$ cat src/rtl/agg_pkg.sv
package agg_pkg;
  typedef enum logic [2:0] {
    OP_MAX = 3'd0,
    OP_MIN = 3'd1,
    OP_CNT = 3'd2,
    OP_SUM = 3'd3,
    OP_AVG = 3'd4
  } agg_op_e;

  typedef enum logic [1:0] {
    ST_IDLE  = 2'd0,
    ST_ACC   = 2'd1,
    ST_DIV   = 2'd2,
    ST_FLUSH = 2'd3
  } agg_st_e;

  // unused codes fall back to the total
  function automatic agg_op_e norm_op(input logic [2:0] code);
    case (code)
      3'd0:    return OP_MAX;
      3'd1:    return OP_MIN;
      3'd2:    return OP_CNT;
      3'd4:    return OP_AVG;
      default: return OP_SUM;
    endcase
  endfunction
endpackage

$ cat src/rtl/agg_fold.sv
module agg_fold
  import agg_pkg::*;
#(
  parameter int DATA_W = 32,
  parameter int SUM_W  = 64
) (
  input  agg_op_e             op,
  input  logic                first,
  input  logic [SUM_W-1:0]    acc,
  input  logic [DATA_W-1:0]   data,
  output logic [SUM_W-1:0]    nxt
);
  logic [SUM_W-1:0] data_x;
  logic [DATA_W-1:0] acc_lo;

  always_comb begin
    data_x = SUM_W'(data);
    acc_lo = acc[DATA_W-1:0];
    if (first) begin
      nxt = data_x;
    end else begin
      case (op)
        OP_MAX:  nxt = (data > acc_lo) ? data_x : acc;
        OP_MIN:  nxt = (data < acc_lo) ? data_x : acc;
        OP_CNT:  nxt = acc;
        default: nxt = acc + data_x;
      endcase
    end
  end
endmodule

$ cat src/rtl/agg_div.sv
module agg_div #(
  parameter int N_W = 64,
  parameter int D_W = 32
) (
  input  logic           clk,
  input  logic           rst_n,
  input  logic           start,
  input  logic [N_W-1:0] dividend,
  input  logic [D_W-1:0] divisor,
  output logic           busy,
  output logic [N_W-1:0] quot
);
  localparam int IW = $clog2(N_W + 1);

  logic [D_W:0]   rem;
  logic [N_W-1:0] q;
  logic [D_W-1:0] dv;
  logic [IW-1:0]  steps;
  logic [D_W:0]   shifted;
  logic           fits;
  logic [D_W:0]   rem_n;

  always_comb begin
    shifted = {rem[D_W-1:0], q[N_W-1]};
    fits    = shifted >= {1'b0, dv};
    rem_n   = fits ? (shifted - {1'b0, dv}) : shifted;
  end

  always_ff @(posedge clk) begin
    if (!rst_n) begin
      rem   <= '0;
      q     <= '0;
      dv    <= '0;
      steps <= '0;
      busy  <= 1'b0;
    end else if (start) begin
      rem   <= '0;
      q     <= dividend;
      dv    <= divisor;
      steps <= IW'(N_W);
      busy  <= 1'b1;
    end else if (busy) begin
      rem   <= rem_n;
      q     <= {q[N_W-2:0], fits};
      steps <= steps - 1'b1;
      if (steps == IW'(1)) busy <= 1'b0;
    end
  end

  assign quot = q;
endmodule

$ cat src/rtl/grp_agg_top.sv
module grp_agg_top
  import agg_pkg::*;
#(
  parameter int DATA_W = 32,
  parameter int KEY_W  = 16,
  parameter int CNT_W  = 32
) (
  input  logic              clk,
  input  logic              rst_n,
  input  logic [2:0]        op_sel,
  input  logic              in_valid,
  output logic              in_ready,
  input  logic [KEY_W-1:0]  in_key,
  input  logic [DATA_W-1:0] in_data,
  input  logic              in_last,
  input  logic              in_hollow,
  output logic              out_valid,
  input  logic              out_ready,
  output logic [KEY_W-1:0]  out_key,
  output logic [DATA_W-1:0] out_value,
  output logic              out_last
);
  localparam int SUM_W = DATA_W + CNT_W;

  agg_st_e           st, ret_st, after_emit;
  agg_op_e           op_q, op_now;
  logic [KEY_W-1:0]  cur_key, pend_key;
  logic [SUM_W-1:0]  acc, acc_nxt, cnt_x;
  logic [CNT_W-1:0]  cnt;
  logic              pend_last;

  logic slot_free, fire, row, same_key, close, flush_go, emit_go, emit_last;
  logic is_avg, fold_first, div_start, div_busy, div_fin, direct_load;
  logic grp_open, avg_mode;
  logic [SUM_W-1:0]  quot;
  logic [DATA_W-1:0] res_val;

  always_comb begin
    slot_free   = !out_valid || out_ready;
    in_ready    = ((st == ST_IDLE) || (st == ST_ACC)) && slot_free;
    fire        = in_valid && in_ready;
    row         = fire && !in_hollow;
    op_now      = (st == ST_IDLE) ? norm_op(op_sel) : op_q;
    same_key    = (in_key == cur_key);
    close       = fire && (st == ST_ACC) && (in_hollow ? in_last : !same_key);
    flush_go    = (st == ST_FLUSH) && slot_free;
    emit_go     = close || flush_go;
    emit_last   = flush_go || in_hollow;
    is_avg      = (op_q == OP_AVG);
    fold_first  = !((st == ST_ACC) && same_key);
    div_start   = emit_go && is_avg;
    direct_load = emit_go && !is_avg;
    div_fin     = (st == ST_DIV) && !div_busy && slot_free;
    cnt_x       = SUM_W'(cnt);
    res_val     = (op_q == OP_CNT) ? cnt_x[DATA_W-1:0] : acc[DATA_W-1:0];
    if (flush_go || in_hollow) after_emit = ST_IDLE;
    else if (in_last)          after_emit = ST_FLUSH;
    else                       after_emit = ST_ACC;
    grp_open    = (st == ST_ACC);
    avg_mode    = is_avg;
  end

  agg_fold #(.DATA_W(DATA_W), .SUM_W(SUM_W)) u_fold (
    .op    (op_now),
    .first (fold_first),
    .acc   (acc),
    .data  (in_data),
    .nxt   (acc_nxt)
  );

  agg_div #(.N_W(SUM_W), .D_W(CNT_W)) u_div (
    .clk      (clk),
    .rst_n    (rst_n),
    .start    (div_start),
    .dividend (acc),
    .divisor  (cnt),
    .busy     (div_busy),
    .quot     (quot)
  );

  // group state machine
  always_ff @(posedge clk) begin
    if (!rst_n) begin
      st        <= ST_IDLE;
      ret_st    <= ST_IDLE;
      op_q      <= OP_SUM;
      cur_key   <= '0;
      acc       <= '0;
      cnt       <= '0;
      pend_key  <= '0;
      pend_last <= 1'b0;
    end else begin
      case (st)
        ST_IDLE: begin
          if (row) begin
            op_q    <= op_now;
            cur_key <= in_key;
            acc     <= acc_nxt;
            cnt     <= CNT_W'(1);
            st      <= in_last ? ST_FLUSH : ST_ACC;
          end
        end
        ST_ACC: begin
          if (emit_go) begin
            if (is_avg) begin
              st        <= ST_DIV;
              ret_st    <= after_emit;
              pend_key  <= cur_key;
              pend_last <= emit_last;
            end else begin
              st <= after_emit;
            end
            if (row) begin
              cur_key <= in_key;
              acc     <= acc_nxt;
              cnt     <= CNT_W'(1);
            end
          end else if (row) begin
            acc <= acc_nxt;
            cnt <= cnt + 1'b1;
            if (in_last) st <= ST_FLUSH;
          end
        end
        ST_FLUSH: begin
          if (flush_go) begin
            if (is_avg) begin
              st        <= ST_DIV;
              ret_st    <= ST_IDLE;
              pend_key  <= cur_key;
              pend_last <= 1'b1;
            end else begin
              st <= ST_IDLE;
            end
          end
        end
        default: begin
          if (div_fin) st <= ret_st;
        end
      endcase
    end
  end

  // single output slot
  always_ff @(posedge clk) begin
    if (!rst_n) begin
      out_valid <= 1'b0;
      out_key   <= '0;
      out_value <= '0;
      out_last  <= 1'b0;
    end else if (direct_load) begin
      out_valid <= 1'b1;
      out_key   <= cur_key;
      out_value <= res_val;
      out_last  <= emit_last;
    end else if (div_fin) begin
      out_valid <= 1'b1;
      out_key   <= pend_key;
      out_value <= quot[DATA_W-1:0];
      out_last  <= pend_last;
    end else if (out_ready) begin
      out_valid <= 1'b0;
    end
  end
endmodule

$ cat config.mk
export PLATFORM = sky130hd
export DESIGN_NAME = grp_agg_top
export DESIGN_NICKNAME = d
export VERILOG_FILES = /design/src/rtl/agg_pkg.sv /design/src/rtl/agg_fold.sv /design/src/rtl/agg_div.sv /design/src/rtl/grp_agg_top.sv
export SDC_FILE = /design/constraint.sdc
export NUM_CORES = 1
export LEC_CHECK = 0
export BUFFER_PORTS_ARGS = -buffer_cell sky130_fd_sc_hd__clkbuf_2
export CAP_MARGIN = 20
export CORE_ASPECT_RATIO = 0.8
export CORE_MARGIN = 3
export CORE_UTILIZATION = 57
export CTS_BUF_LIST = sky130_fd_sc_hd__clkbuf_2
export CTS_CLUSTER_DIAMETER = 50
export DETAILED_ROUTE_END_ITERATION = 16
export PLACE_DENSITY = 0.75
export REMOVE_ABC_BUFFERS = 1
export SLEW_MARGIN = 20
export SYNTH_ARGS = -nofsm -noshare
export SYNTH_HDL_FRONTEND = slang
export SYNTH_SLANG_ARGS = --single-unit
$ cat constraint.sdc
create_clock -name clk -period 5.48 [get_ports clk]
set_input_delay 0.274 -clock clk [delete_from_list [all_inputs] [get_ports clk]]
set_output_delay 0.274 -clock clk [all_outputs]
set_load 0.05 [all_outputs]
==> summary.txt <==
GRT
  – Antenna violations before repair: 2
  – GR Util All Layers: 0.291
  – Met2 Use GR: 0.466
  – Vias in the first global route: 17.4k
  – Largest net degree at the start of global routing: 118
  – Global-route wire length before repair: 85700 um
  – M1 GR Usage: 0.391
  – Grt peak-use layer: met2
  – GRT Residual Overflow: 0
  – M3 GR Usage: 0.0571

Timing
  – Final hold violations: 0
  – RSZ-0062 raised after global routing: no
  – Post-layout min period: 4.49 ns
  – Setup-failing EPs final: 0
  – Aggregate negative setup slack: 0 ns
  – Skew final: 0.0460 ns
  – Period utilization: 0.819
  – Rel. slew slack: 0.235
  – Final count of pins violating max slew: 0
  – Slew @ Worst Pin: 1.15 ns
  – Max Freq: 0.223 GHz

Clock tree
  – CTS max path bufs: 3
  – CTS tree: built
  – Later-pin clock latency in the skew report: 1.00 ns
  – CTS H-Tree Depth: 3
  – Clock Pin Slew Worst Setup and Hold Paths: 0.12 ns
  – # clock sinks: 322
  – Num CTS Buffers: 83
  – CTS Root Buffer Type: clkbuf_2

Job
  – Max-Cap Viols: 0

Routing
  – DR vias/cell: 6.00
  – Drt drc: 0
  – First-pass iteration count of the detailed router: 7
  – Antenna-violating nets left: 0
  – Final wirelength: 52000 um
  – Routed WL per cell: 17.2 um
  – Drt initial violations: 1582
  – Vias: 18.2k

Setup path
  – Reg2Reg Depth: 12
  – Crit Path Max Fanout: 19
  – WP data required: 6.39 ns
  – Crit path from: acc[1]
  – Setup crit end: acc[59]
  – Critical Path AT: 5.40 ns
  – Worst path slowest cell: a311oi_1
  – Worst R2R Start: acc[1]
  – Crit Path Class: reg -> reg
  – Levels on crit path: 12
  – CP max stage delay: 0.63 ns
  – Worst reg2reg endpoint: acc[59]
  – CP top delay family: compound AO/OA/AOI/OAI gates
  – Reg-to-reg setup timing slack: 0.99 ns
  – Worst path buffer plus inverter count: 1
  – Endpoint class of the critical path: flop
  – Critical path startpoint category: flop
  – Crit path top cell by count: nand2b_1
  – CP cell instances: inv_1 > ha_1 > nand2b_1 > a221oi_1 > o21bai_1 > a311oi_1 > o2bb2ai_1 > nor3_1 > o31ai_2 > nand2b_1 > or4_1 > a21oi_1

Die
  – Starting Density: 0.586
  – Die W: 208 um
  – # IOs: 108
  – Die H: 168 um
  – Num rows: 58
  – DIE AREA: 0.0349 mm^2
  – Core Region: 0.0318 mm^2

Yosys
  – Register bit total from synthesis: 322
  – FFs w/ async S/R, synth: 0
  – Mapped Cells: 2418
  – Register area share after synthesis: 0.346
  – Syn. warnings: 0
  – Mapped cell area: 0.0186 mm^2
  – Top FF cell, synth: dfxtp_1
  – Number of synthesized flops with an enable pin: 0
  – Mapped Avg Cell Area: 7.70 um^2
  – Netlist cell types: 69

Pwr
  – Total power: 5080 uW
  – Peak VDD IR: 0.000187 V
  – Leakage power: 0.00808 uW
  – P per Cell Area: 243 mW/mm^2

Min path
  – Hold Crit Class: in -> reg

Place
  – Dpl cell area: 0.0193 mm^2
  – PortBufs: 107
  – DPL Wire Length: 35000 um
  – RePlAce Congestion: 0.943

Cells and area
  – Layout cells sized above 1: 0.107
  – Storage element area: 0.00645 mm^2
  – Fillers: 2787
  – Commonest non-fill, non-tap cell in the layout: dfxtp_1
  – Nets: 2701
  – Commonest cells after routing, fill and taps aside: dfxtp_1, nand2_1, nor2_1
  – Multi-input logic area: 0.0112 mm^2
  – Area grow syn2layout: 12.2%
  – Finished Cell Area: 0.0209 mm^2

Run status
  – Status: completed
routing by layer:
metal | part of all wire | vias to the layer above
met4 | 0.031 | 0
met5 | 0 | -
li1 | - | 8839
met1 | 0.45 | 8589
met3 | 0.069 | 120
met2 | 0.45 | 642
Yosys cell counts (all sizes together), types with 3 or more instances:
| cell type | count | area (um^2) |
|---|---|---|
| xnor2 | 47 | 412 |
| nand4 | 12 | 75.1 |
| o21bai | 14 | 105 |
| nor2 | 308 | 1160 |
| and3 | 26 | 163 |
| clkbuf | 148 | 556 |
| a311o | 3 | 30.0 |
| a211oi | 93 | 698 |
| nor2b | 19 | 119 |
| a211o | 21 | 184 |
| dfxtp | 322 | 6450 |
| nand4b | 7 | 61.3 |
| o211ai | 11 | 87.6 |
| a21oi | 262 | 1320 |
| ha | 99 | 1240 |
| a221oi | 40 | 350 |
| a21o | 24 | 180 |
| a31oi | 17 | 106 |
| nor3 | 35 | 180 |
| o311ai | 4 | 35.0 |
| inv | 114 | 428 |
| o31ai | 23 | 178 |
| o21ai | 90 | 450 |
| mux2i | 95 | 951 |
| nand3 | 45 | 225 |
| or3 | 17 | 106 |
| or4 | 16 | 124 |
| nand2 | 321 | 1200 |
| buf | 7 | 38.8 |
| a31o | 3 | 26.3 |
| a2111oi | 3 | 26.3 |
| a21boi | 6 | 48.8 |
| o21a | 11 | 82.6 |
| a41oi | 4 | 35.0 |
| and2 | 15 | 93.8 |
| nand2b | 21 | 131 |
| nor4 | 22 | 138 |
| a311oi | 27 | 236 |
| and4 | 3 | 26.3 |
| xor2 | 36 | 315 |
report_power, final:
part | total (uW) | switching, uW | internal [uW]
Combinational | 740 | 495 | 245
Sequential | 2440 | 53.4 | 2380
Clock | 1900 | 1050 | 855
metrics by stage:
stage,setup slack [ns],instances,util,hold WS [ns]
after floorplan,-0.890,2263,-,0.365
after global placement,1.34,2807,0.607,0.441
after detailed placement,1.21,2807,0.607,0.447
after CTS,1.15,3024,0.656,0.00409
after global routing,0.781,3030,0.657,-0.000715
final,0.994,3030,0.657,0.0959
worst min-delay path: stages:
cell and delay (ns):
dlygate4sd3_1 0.52, clkbuf_2 0.12, mux2i_1 0.06, nor2_1 0.08
worst min path at each step:
stage                 start      endpoint  slack [ns]  depth (start not counted)
6_report          in_key[2]    cur_key[2]         0.1                          4
5_1_grt          in_key[10]   cur_key[10]     -0.0007                          4
4_1_cts           in_key[2]    cur_key[2]       0.004                          4
3_5_place_dp   pend_key[15]  pend_key[15]        0.45                          2
3_3_place_gp    pend_key[6]   pend_key[6]        0.44                          2
2_1_floorplan         rst_n       op_q[0]        0.37                          1
what timing repair did:
action	4_1_cts	5_1_grt
hold endpoints to repair	81	0
gates resized for setup	0	0
hold buffers	70	0
setup buffers	0	0
sequential cells by signal, indices dropped and copies added, names as in the netlist:
name	flops
u_div.quot	64
pend_last	1
acc	64
u_div.rem	32
ret_st	2
st	2
pend_key	16
out_value	32
out_valid	1
u_div.busy	1
cur_key	16
cnt	32
u_div.steps	7
out_key	16
op_q	3
u_div.dv	32
out_last	1
cell families after synthesis:
| logic type | synth area share |
|---|---|
| multiplexers | 0.0523 |
| adder cells (fa/ha/maj) | 0.0687 |
| XOR/XNOR | 0.0390 |
| AO/OA/AOI/OAI | 0.231 |
| AND/OR/NAND/NOR | 0.207 |
| buffers and inverters | 0.0551 |
| flip-flops | 0.346 |
cell type report:
class	instances	share of cell area
multi-input combinational	1826	0.536
sequential	322	0.309
timing repair buffer	195	0.0672
clock buffer	117	0.0280
tap	420	0.0251
inverter	115	0.0209
clock inverter	30	0.0131
antenna	5	0.000599
Power figures use the tool's default switching activity.
